## config.mk

```make
export PLATFORM = sky130hd
export DESIGN_NAME = rstvec_ctrl
export DESIGN_NICKNAME = d
export VERILOG_FILES = /design/src/rtl/rstvec_pkg.sv /design/src/rtl/rstvec_sampler.sv /design/src/rtl/rstvec_hold.sv /design/src/rtl/rstvec_fetch.sv /design/src/rtl/rstvec_ctrl.sv
export SDC_FILE = /design/constraint.sdc
export NUM_CORES = 1
export LEC_CHECK = 0
export ABC_AREA = 1
export BUFFER_PORTS_ARGS = -buffer_cell sky130_fd_sc_hd__buf_4
export CORE_UTILIZATION = 46
export CTS_BUF_LIST = sky130_fd_sc_hd__clkbuf_8 sky130_fd_sc_hd__clkbuf_16
export DETAILED_ROUTE_END_ITERATION = 12
export GPL_TIMING_DRIVEN = 0
export PLACE_DENSITY_LB_ADDON = 0.08
export SLEW_MARGIN = 20
export SYNTH_ARGS = -nofsm -noshare
export SYNTH_HDL_FRONTEND = slang
export SYNTH_HIERARCHICAL = 1
export SYNTH_SLANG_ARGS = --single-unit
export TNS_END_PERCENT = 5
```

## constraint.sdc

```tcl
create_clock -name clk -period 5 [get_ports clk]
set_clock_uncertainty 0.1 [all_clocks]
set_input_delay 0 -clock clk [delete_from_list [all_inputs] [get_ports clk]]
set_output_delay 0 -clock clk [all_outputs]
set_load 0.02 [all_outputs]
```

## src/rtl/rstvec_pkg.sv

```systemverilog
package rstvec_pkg;

    typedef enum logic [1:0] {
        FS_IDLE  = 2'd0,
        FS_FETCH = 2'd1,
        FS_RUN   = 2'd2
    } fetch_state_e;

    localparam int VEC_WORDS = 4;
    localparam logic [2:0] IPL_MAX = 3'h7;

endpackage

```

## src/rtl/rstvec_sampler.sv

```systemverilog
module rstvec_sampler (
    input  logic clk,
    input  logic por_i,
    input  logic pin_i,
    input  logic mc_stb_i,
    output logic smp_o
);

    typedef struct packed {
        logic s1;
        logic s2;
        logic smp;
    } samp_t;

    samp_t q, d;

    always_comb begin
        d     = q;
        d.s1  = pin_i;
        d.s2  = q.s1;
        if (mc_stb_i) begin
            d.smp = q.s2;
        end
    end

    always_ff @(posedge clk or posedge por_i) begin
        if (por_i) begin
            q <= '0;
        end else begin
            q <= d;
        end
    end

    assign smp_o = q.smp;

    // the captured value moves only on strobe clocks
    assert_hold_between_strobes_R1: assert property (@(posedge clk) disable iff (por_i)
        !mc_stb_i |=> $stable(smp_o));

    // on a strobe the synchronized pin value is captured
    assert_capture_on_strobe_R1: assert property (@(posedge clk) disable iff (por_i)
        mc_stb_i |=> smp_o == $past(q.s2));

endmodule

```

## src/rtl/rstvec_hold.sv

```systemverilog
module rstvec_hold #(
    parameter int OSC_CYCLES = 1000,
    parameter int HOLD_MC    = 2
) (
    input  logic clk,
    input  logic por_i,
    input  logic src_i,
    input  logic mc_stb_i,
    output logic holding_o,
    output logic release_o
);

    localparam int OW = (OSC_CYCLES < 1) ? 1 : $clog2(OSC_CYCLES + 1);
    localparam int MW = (HOLD_MC < 2) ? 1 : $clog2(HOLD_MC + 1);
    localparam logic [OW-1:0] OSC_END = OW'(OSC_CYCLES);
    localparam logic [MW-1:0] MC_LAST = MW'(HOLD_MC - 1);

    typedef struct packed {
        logic          holding;
        logic [OW-1:0] osc;
        logic [MW-1:0] mc;
    } hold_t;

    hold_t q, d;
    logic  rel;

    always_comb begin
        d   = q;
        rel = 1'b0;
        if (src_i) begin
            d.holding = 1'b1;
            d.osc     = '0;
            d.mc      = '0;
        end else if (q.holding) begin
            if (q.osc != OSC_END) begin
                d.osc = q.osc + 1'b1;
            end else if (mc_stb_i) begin
                if (q.mc == MC_LAST) begin
                    d.holding = 1'b0;
                    d.mc      = '0;
                    rel       = 1'b1;
                end else begin
                    d.mc = q.mc + 1'b1;
                end
            end
        end
    end

    always_ff @(posedge clk or posedge por_i) begin
        if (por_i) begin
            q <= '{holding: 1'b1, osc: '0, mc: '0};
        end else begin
            q <= d;
        end
    end

    assign holding_o = q.holding;
    assign release_o = rel;

    // checker: clocks since the last reset cause, saturating at OSC_CYCLES
    logic [OW:0] quiet_q;
    always_ff @(posedge clk or posedge por_i) begin
        if (por_i) begin
            quiet_q <= '0;
        end else if (src_i) begin
            quiet_q <= '0;
        end else if (quiet_q < (OW+1)'(OSC_CYCLES)) begin
            quiet_q <= quiet_q + 1'b1;
        end
    end

    // no release before the settle time has fully elapsed
    assert_min_settle_R3: assert property (@(posedge clk) disable iff (por_i)
        release_o |-> quiet_q >= (OW+1)'(OSC_CYCLES));

    // any cause re-arms the hold
    assert_rearm_R3: assert property (@(posedge clk) disable iff (por_i)
        src_i |=> holding_o);

    // release only lands on a strobe
    assert_release_on_strobe_R3: assert property (@(posedge clk) disable iff (por_i)
        $fell(holding_o) |-> $past(mc_stb_i));

endmodule

```

## src/rtl/rstvec_fetch.sv

```systemverilog
module rstvec_fetch
    import rstvec_pkg::*;
#(
    parameter int ADDR_W   = 24,
    parameter int DATA_W   = 16,
    parameter int VEC_BASE = 0
) (
    input  logic                clk,
    input  logic                por_i,
    input  logic                src_i,
    input  logic                release_i,
    output logic                rd_req_o,
    output logic [ADDR_W-1:0]   rd_addr_o,
    input  logic                rd_ready_i,
    input  logic [DATA_W-1:0]   rd_data_i,
    output logic [2*DATA_W-1:0] ssp_o,
    output logic [2*DATA_W-1:0] pc_o,
    output logic [2:0]          ipl_o,
    output logic                running_o
);

    localparam int WW   = $clog2(VEC_WORDS);
    localparam int STEP = DATA_W / 8;
    localparam logic [ADDR_W-1:0] BASE = ADDR_W'(VEC_BASE);
    localparam logic [WW-1:0] LAST_W = WW'(VEC_WORDS - 1);

    typedef struct packed {
        fetch_state_e        state;
        logic [WW-1:0]       word;
        logic [2*DATA_W-1:0] ssp;
        logic [2*DATA_W-1:0] pc;
        logic [2:0]          ipl;
    } fetch_t;

    fetch_t q, d;

    always_comb begin
        d = q;
        if (src_i) begin
            d.state = FS_IDLE;
            d.word  = '0;
            d.ssp   = '0;
            d.pc    = '0;
            d.ipl   = '0;
        end else begin
            case (q.state)
                FS_IDLE: begin
                    if (release_i) begin
                        d.state = FS_FETCH;
                        d.word  = '0;
                    end
                end
                FS_FETCH: begin
                    if (rd_ready_i) begin
                        case (q.word)
                            2'd0:    d.ssp[2*DATA_W-1:DATA_W] = rd_data_i;
                            2'd1:    d.ssp[DATA_W-1:0]        = rd_data_i;
                            2'd2:    d.pc[2*DATA_W-1:DATA_W]  = rd_data_i;
                            default: d.pc[DATA_W-1:0]         = rd_data_i;
                        endcase
                        d.word = q.word + 1'b1;
                        if (q.word == LAST_W) begin
                            d.state = FS_RUN;
                            d.ipl   = IPL_MAX;
                        end
                    end
                end
                default: ;
            endcase
        end
    end

    always_ff @(posedge clk or posedge por_i) begin
        if (por_i) begin
            q <= '{state: FS_IDLE, word: '0, ssp: '0, pc: '0, ipl: '0};
        end else begin
            q <= d;
        end
    end

    assign rd_req_o  = (q.state == FS_FETCH);
    assign rd_addr_o = BASE + ADDR_W'(q.word) * ADDR_W'(STEP);
    assign ssp_o     = q.ssp;
    assign pc_o      = q.pc;
    assign ipl_o     = q.ipl;
    assign running_o = (q.state == FS_RUN);

    // a pending read keeps its request and address
    assert_addr_hold_R4: assert property (@(posedge clk) disable iff (por_i)
        rd_req_o && !rd_ready_i && !src_i |=> rd_req_o && $stable(rd_addr_o));

    // running only follows acceptance of the last word
    assert_run_after_last_R6: assert property (@(posedge clk) disable iff (por_i)
        $rose(running_o) |-> $past(rd_ready_i && rd_req_o && rd_addr_o == BASE + ADDR_W'(3 * STEP)));

    // mask level is 7 exactly while running
    assert_ipl_level_R6: assert property (@(posedge clk) disable iff (por_i)
        running_o |-> ipl_o == IPL_MAX);

    // mask stays 0 while the vectors are incomplete
    assert_ipl_zero_R6: assert property (@(posedge clk) disable iff (por_i)
        !running_o |-> ipl_o == 3'd0);

    // a reset cause clears the loaded state on the next clock
    assert_abort_R7: assert property (@(posedge clk) disable iff (por_i)
        src_i |=> !running_o && !rd_req_o && ssp_o == '0 && pc_o == '0);

endmodule

```

## src/rtl/rstvec_ctrl.sv

```systemverilog
module rstvec_ctrl #(
    parameter int OSC_CYCLES = 1000,
    parameter int HOLD_MC    = 2,
    parameter int ADDR_W     = 24,
    parameter int DATA_W     = 16,
    parameter int VEC_BASE   = 0
) (
    input  logic                clk,
    input  logic                por_i,
    input  logic                ext_rst_i,
    input  logic                mc_stb_i,
    input  logic                wdt_ovf_i,
    input  logic                sw_rst_i,
    output logic                rd_req_o,
    output logic [ADDR_W-1:0]   rd_addr_o,
    input  logic                rd_ready_i,
    input  logic [DATA_W-1:0]   rd_data_i,
    output logic                global_rst_o,
    output logic                periph_rst_o,
    output logic                wdt_dis_o,
    output logic [2*DATA_W-1:0] ssp_o,
    output logic [2*DATA_W-1:0] pc_o,
    output logic [2:0]          sr_ipl_o,
    output logic                running_o
);

    logic ext_smp;
    logic src;
    logic holding;
    logic release_pulse;

    rstvec_sampler u_sampler (
        .clk      (clk),
        .por_i    (por_i),
        .pin_i    (ext_rst_i),
        .mc_stb_i (mc_stb_i),
        .smp_o    (ext_smp)
    );

    assign src = por_i | ext_smp | wdt_ovf_i;

    rstvec_hold #(
        .OSC_CYCLES (OSC_CYCLES),
        .HOLD_MC    (HOLD_MC)
    ) u_hold (
        .clk       (clk),
        .por_i     (por_i),
        .src_i     (src),
        .mc_stb_i  (mc_stb_i),
        .holding_o (holding),
        .release_o (release_pulse)
    );

    rstvec_fetch #(
        .ADDR_W   (ADDR_W),
        .DATA_W   (DATA_W),
        .VEC_BASE (VEC_BASE)
    ) u_fetch (
        .clk        (clk),
        .por_i      (por_i),
        .src_i      (src),
        .release_i  (release_pulse),
        .rd_req_o   (rd_req_o),
        .rd_addr_o  (rd_addr_o),
        .rd_ready_i (rd_ready_i),
        .rd_data_i  (rd_data_i),
        .ssp_o      (ssp_o),
        .pc_o       (pc_o),
        .ipl_o      (sr_ipl_o),
        .running_o  (running_o)
    );

    assign global_rst_o = holding;
    assign wdt_dis_o    = holding;
    assign periph_rst_o = holding | sw_rst_i;

    // a watchdog pulse reaches the global reset on the next clock
    assert_wdt_reset_R2: assert property (@(posedge clk) disable iff (por_i)
        wdt_ovf_i |=> global_rst_o);

    // a watchdog pulse leaves the watchdog disabled
    assert_wdt_disable_R8: assert property (@(posedge clk) disable iff (por_i)
        wdt_ovf_i |=> wdt_dis_o);

    // software reset does not stop a running processor
    assert_sw_keeps_run_R9: assert property (@(posedge clk) disable iff (por_i)
        sw_rst_i && running_o && !src |=> running_o && $stable(pc_o) && $stable(ssp_o));

endmodule

```

==> results of run 1 <==
## final timing paths
kind,start,to,slack [ns],cells after the start
worst min register to register,u_sampler/d[1],u_sampler/q[1],0.25,0
worst min-delay path,por_i,u_sampler/smp_o,0.03,3
min in group clk,sw_rst_i,periph_rst_o,0.19,3
max in group asynchronous,por_i,u_fetch/pc_o[26],4.08,4
worst max-delay path,u_hold/q[2],u_fetch/q[69],3.08,11
worst max register to register,u_hold/q[2],u_fetch/q[69],3.08,11
## cell type report
class	count	area [um2]
clock buffer	10	137.6
fill	799	3421
timing repair buffer	118	950.9
multi-input combinational	304	1476
inverter	43	163.9
sequential	85	2128
clock inverter	6	87.58
buffer	108	800.8
tap	129	161.4
## critical path, delay by kind of cell, from the launching register on
family	cells	cell delay [ns]
buffers and inverters	1	0.11
adder cells (fa/ha/maj)	1	0.14
AND/OR/NAND/NOR	9	1.01
flip-flops	1	0.47
## per-layer routing
metal	share of wire, %	routed length (um)	vias up	GRT usage, %
met5	0	0	-	0
met4	0.68	69	0	5.686
met3	5.0	509	6	2.427
met2	49	5013	112	36.30
met1	45	4630	1761	28.99
li1	-	-	1826	-
## synthesized netlist by cell type, drive strengths merged, types with 2 or more instances
cell type and count:
nand2 147, inv 43, a21oi 3, dfrtp 84, nand3 47, o21ai 54
a21o 4, nor2 13, ha 6, xor2 2, buf 108
## power groups by stage
stage	Sequential, uW	Combinational [uW]	Clock (uW)
global placement	744	251	0
floorplan	740	172	0
finish	732	267	539
detailed placement	745	255	0
global route	736	290	582
CTS	732	269	555
## cell families (layout without fill, tap and decap cells)
logic type                 after synthesis  count (layout)  share of synthesized area [%]
and+or+nand+nor                        212             212                          20.99
buffers and inverters                  151             285                          21.44
DFF                                     85              85                          47.42
AOI/OAI and AO/OA                       62              62                          8.001
adders and majority gates                6               6                          1.673
xor gates and xnor gates                 2               2                         0.3904
other                                    1              22                        0.08356
## flip-flops by register name, indices dropped and copies added, names as in the netlist
register,flops
u_fetch/ipl_o,1
u_fetch/pc_o,32
u_fetch/q,4
u_fetch/ssp_o,32
u_hold/holding_o,1
u_hold/q,12
u_sampler/d,1
u_sampler/q,1
u_sampler/smp_o,1
## stage by stage
step           area, um2  util, %  setup WS [ns]
3_5_place_dp        5472    58.66          3.099
4_1_cts             5907    63.33          3.084
3_3_place_gp        5449    58.42          2.314
2_1_floorplan       4567        -          3.160
6_report            5907    63.33          3.079
5_1_grt             5907    63.33          2.935
==> results.json, run 1 <==
{
  "synth_top_area_share_pct": 46.84,
  "root_buffer": "clkbuf_8",
  "worstPathRequired_ns": 5.14,
  "area_growth_pct": 31.61,
  "hold_viol": 0,
  "async_reset_ff_share_pct": 100.0,
  "placeableCoreArea_mm2": 0.009328,
  "slowest_delay_ns": 0.47,
  "nets": 698,
  "ant_nets": 0,
  "start_util_pct": 48.12,
  "boundaryPins": 119,
  "avgSynthCellArea_um2": 8.648,
  "cts_setup_buffers": 0,
  "outcome": "finished clean",
  "maxSlewHeadroom_pct": 64.37,
  "grt_pass1_wl_mm": 16.81,
  "via_per_inst": 4.614,
  "max_freq_mhz": 520.4,
  "cts_tree": "yes",
  "syn_inst": 519,
  "slew_viol_final": 0,
  "cts.htree.levels": 3,
  "synthFlopType": "dfrtp_1",
  "grt_max_degree": 39,
  "crit_arrival_ns": 2.06,
  "ir_drop_v": 0.0001669,
  "hpwl_mm": 7.376,
  "worst_slew_pin_slew_ns": 0.5339,
  "cpMostUsedCell": "nand2_1",
  "final_cell_mix": "buf_4, nand2_1, dfrtp_1",
  "grt_overflow": 0,
  "holdCritPathClass": "in2async",
  "drt_wl_total_mm": 10.22,
  "mostFrequentLayoutCell": "buf_4",
  "drive_above_1_share_pct": 36.20,
  "place_inst": 766,
  "setup_tns_ns": 0,
  "rsz0062_at_grt": "no",
  "crit_path_top_delay_cell": "dfrtp_1",
  "wire_per_inst_um": 12.73,
  "cts_resized": 0,
  "p_switching_uw": 408.4,
  "swShare_pct": 26.54,
  "die_x_um": 100.8,
  "numCtsBuffers": 9,
  "worstSetupPathType": "reg2reg",
  "setup_viol_count_final": 0,
  "cts_hold_buf": 21,
  "drcViolationCount": 0,
  "total_power_uw": 1539,
  "io_buffers": 96,
  "holdWs_ns": 0.03138,
  "path_clk_slew_ns": 0.09,
  "p_leak_uw": 0.003409,
  "cp_max_fo": 8,
  "end_kind": "flip-flop",
  "yosys_warnings": 6,
  "p_int_uw": 1130,
  "combPwrFrac_pct": 17.4,
  "stdcell_count": 803,
  "num_vias": 3705,
  "maxCapViolCount": 0,
  "layout_min_cycle_time_ns": 1.921,
  "grt_use_total_pct": 21.32,
  "die_h_um": 100.8,
  "ys_seq_area_share_pct": 47.42,
  "drt_iter0_markers": 104,
  "gp_congestion": 0.8313,
  "synth_area_leaders": "dfrtp_1, buf_4, nand2_1",
  "antenna_found_initial": 0,
  "die_area_mm2": 0.01016,
  "dr.pass1.iters": 4,
  "fin_crit_sh_pct": 38.43,
  "start_kind": "flip-flop",
  "powerDensity_mw_per_mm2": 260.5,
  "cts_sinks": 85,
  "p_clk_share_pct": 35.1,
  "path_cells": "inv_1 -> ha_1 -> nand3_1 -> nor2_4 -> nand2_4 -> nor3_1 -> nand2_1 -> nand3_1 -> nand2_1 -> nand2_1 -> nand2_1",
  "grt_pass1_vias": 3496,
  "pwr-share-seq_pct": 47.6,
  "num_rows": 35,
  "synth.distinct_cells": 30,
  "yosysTopAreaCell": "dfrtp_1",
  "clock_path_buffers": 2,
  "clk_latency_ns": 0.34,
  "antenna_cells": 0,
  "ys_ff_latch": 85,
  "synth_edf_count": 0,
  "synth_area_mm2": 0.004488
}
(Power assumes the default switching activity.)
==> run 2, diff against run 1 <==
clock period = 1.89 ns   (was 5 ns; I/O delays follow)
==> results.json, run 2 (same netlist as run 1, synthesis figures left out) <==
{
  "ant_nets": 0,
  "finalInstanceArea_mm2": 0.005933,
  "maxSlewHeadroom_pct": 64.63,
  "wire_per_inst_um": 12.72,
  "cp_top_family": "simple AND/OR/NAND/NOR gates",
  "start_util_pct": 48.12,
  "cpMostUsedCell": "nand2_1",
  "grt_max_degree": 39,
  "setup_viol_count_final": 0,
  "outcome": "finished clean",
  "start_kind": "flip-flop",
  "combPwrFrac_pct": 17.4,
  "place_inst": 766,
  "critical_path_buf_inv_count": 1,
  "grt_pass1_vias": 3505,
  "path_clk_slew_ns": 0.09,
  "clock_path_buffers": 2,
  "reg2reg_from": "u_hold/q[2]",
  "hold_viol": 0,
  "mostFrequentLayoutCell": "buf_4",
  "path_cells": "inv_1 -> ha_1 -> nand3_1 -> nor2_4 -> nand2_4 -> nor3_2 -> nand2_1 -> nand3_1 -> nand2_1 -> nand2_1 -> nand2_1",
  "die_x_um": 100.8,
  "placeableCoreArea_mm2": 0.009328,
  "setup_tns_ns": 0,
  "stdcell_count": 804,
  "max_freq_mhz": 576.9,
  "clk_latency_ns": 0.34,
  "io_buffers": 96,
  "cts_tree": "yes",
  "boundaryPins": 119,
  "grt_overflow": 0,
  "met3_usage_pct": 2.427,
  "holdCritPathClass": "in2async",
  "grt_use_met2_pct": 36.46,
  "busiest_layer": "met2",
  "area_growth_pct": 32.20,
  "drt_iter0_markers": 109,
  "cts.htree.levels": 3,
  "drt_wl_total_mm": 10.23,
  "grt_use_total_pct": 21.36,
  "antenna_cells": 0,
  "swShare_pct": 26.57,
  "num_rows": 35,
  "grt_pass1_wl_mm": 16.84,
  "worstSetupStartpoint": "u_hold/q[2]",
  "cp_max_fo": 8,
  "die_area_mm2": 0.01016,
  "postPlaceCellArea_mm2": 0.005472,
  "p_switching_uw": 1083,
  "p_int_uw": 2994,
  "rsz0062_at_grt": "no",
  "numCtsBuffers": 9,
  "p_clk_share_pct": 35.0,
  "use_met1_pct": 28.99,
  "utilization_pct": 63.61,
  "final_cell_mix": "buf_4, nand2_1, dfrtp_1",
  "total_power_uw": 4077,
  "crit_path_top_delay_cell": "dfrtp_2",
  "num_vias": 3670,
  "cts_sinks": 85,
  "root_buffer": "clkbuf_8",
  "worstSetupPathType": "reg2reg",
  "die_h_um": 100.8,
  "slowest_delay_ns": 0.46,
  "r2r-end": "u_fetch/q[69]",
  "drcViolationCount": 0,
  "ir_drop_v": 0.0004411,
  "p_leak_uw": 0.003412,
  "pwr-share-seq_pct": 47.5,
  "crit_arrival_ns": 1.87,
  "via_per_inst": 4.565,
  "worst_slew_pin_slew_ns": 0.5299,
  "antenna_found_initial": 0,
  "gp_congestion": 0.8313,
  "worstPathRequired_ns": 2.03,
  "layout_min_cycle_time_ns": 1.733,
  "powerDensity_mw_per_mm2": 687.1,
  "hpwl_mm": 7.376,
  "end_kind": "flip-flop",
  "maxCapViolCount": 0,
  "dr.pass1.iters": 4,
  "drive_above_1_share_pct": 36.89,
  "fin_crit_sh_pct": 91.72,
  "slew_viol_final": 0,
  "reg2reg_slack_ns": 0.16,
  "reg2reg_depth": 11,
  "nets": 699
}
## run 2: area by class of cell
class	instances	area [um2]
well taps	129	161.4
multi-input cells	304	1484
flip-flops and latches	85	2130
plain buffers	108	810.8
inverters	43	163.9
clock inverters	6	87.58
repair buffers	119	958.4
clock buffers	10	137.6
fillers	793	3395
## run 2: worst max path at each step
| stage | slack, ns | end | cells after the start |
|---|---|---|---|
| global route | 0.02 | u_fetch/q[69] | 11 |
| finish | 0.16 | u_fetch/q[69] | 11 |
| detailed placement | -0.01 | u_fetch/q[69] | 11 |
| floorplan | 0.05 | u_fetch/ipl_o[1] | 1 |
| CTS | 0.03 | u_fetch/q[69] | 10 |
| global placement | -0.80 | u_fetch/pc_o[12] | 2 |
## run 2: tightest hold or removal path: cells and delay by family
| kind | cells | cell delay, ns |
|---|---|---|
| buffers and inverters | 3 | 0.81 |
## run 2: metal layers
metal | wire [um] | vias up
met5 | 0 | -
met1 | 4664 | 1733
met3 | 459 | 6
met2 | 5033 | 100
met4 | 68 | 0
li1 | - | 1831
## run 2: stage by stage
step / hold WS [ns] / worst slack [ns]
3_3_place_gp: -0.2011 / -0.7962
3_5_place_dp: -0.1830 / -0.01093
5_1_grt: 0.03640 / 0.01975
2_1_floorplan: -0.3464 / 0.05014
4_1_cts: 0.007224 / 0.02515
6_report: 0.03082 / 0.1566
## run 2: power groups by stage
stage | Clock, uW | Combinational (uW) | Sequential (uW)
2_1_floorplan | 0 | 454 | 1960
3_3_place_gp | 0 | 663 | 1970
3_5_place_dp | 0 | 675 | 1970
4_1_cts | 1470 | 711 | 1940
5_1_grt | 1540 | 773 | 1950
6_report | 1430 | 711 | 1940
## run 2: what timing repair did
action,CTS,global route
hold buffers,21,0
resized for setup,1,7
pin swaps,1,1
endpoints found under the setup margin,1,7
hold endpoints to repair,121,0
setup buffers,1,0
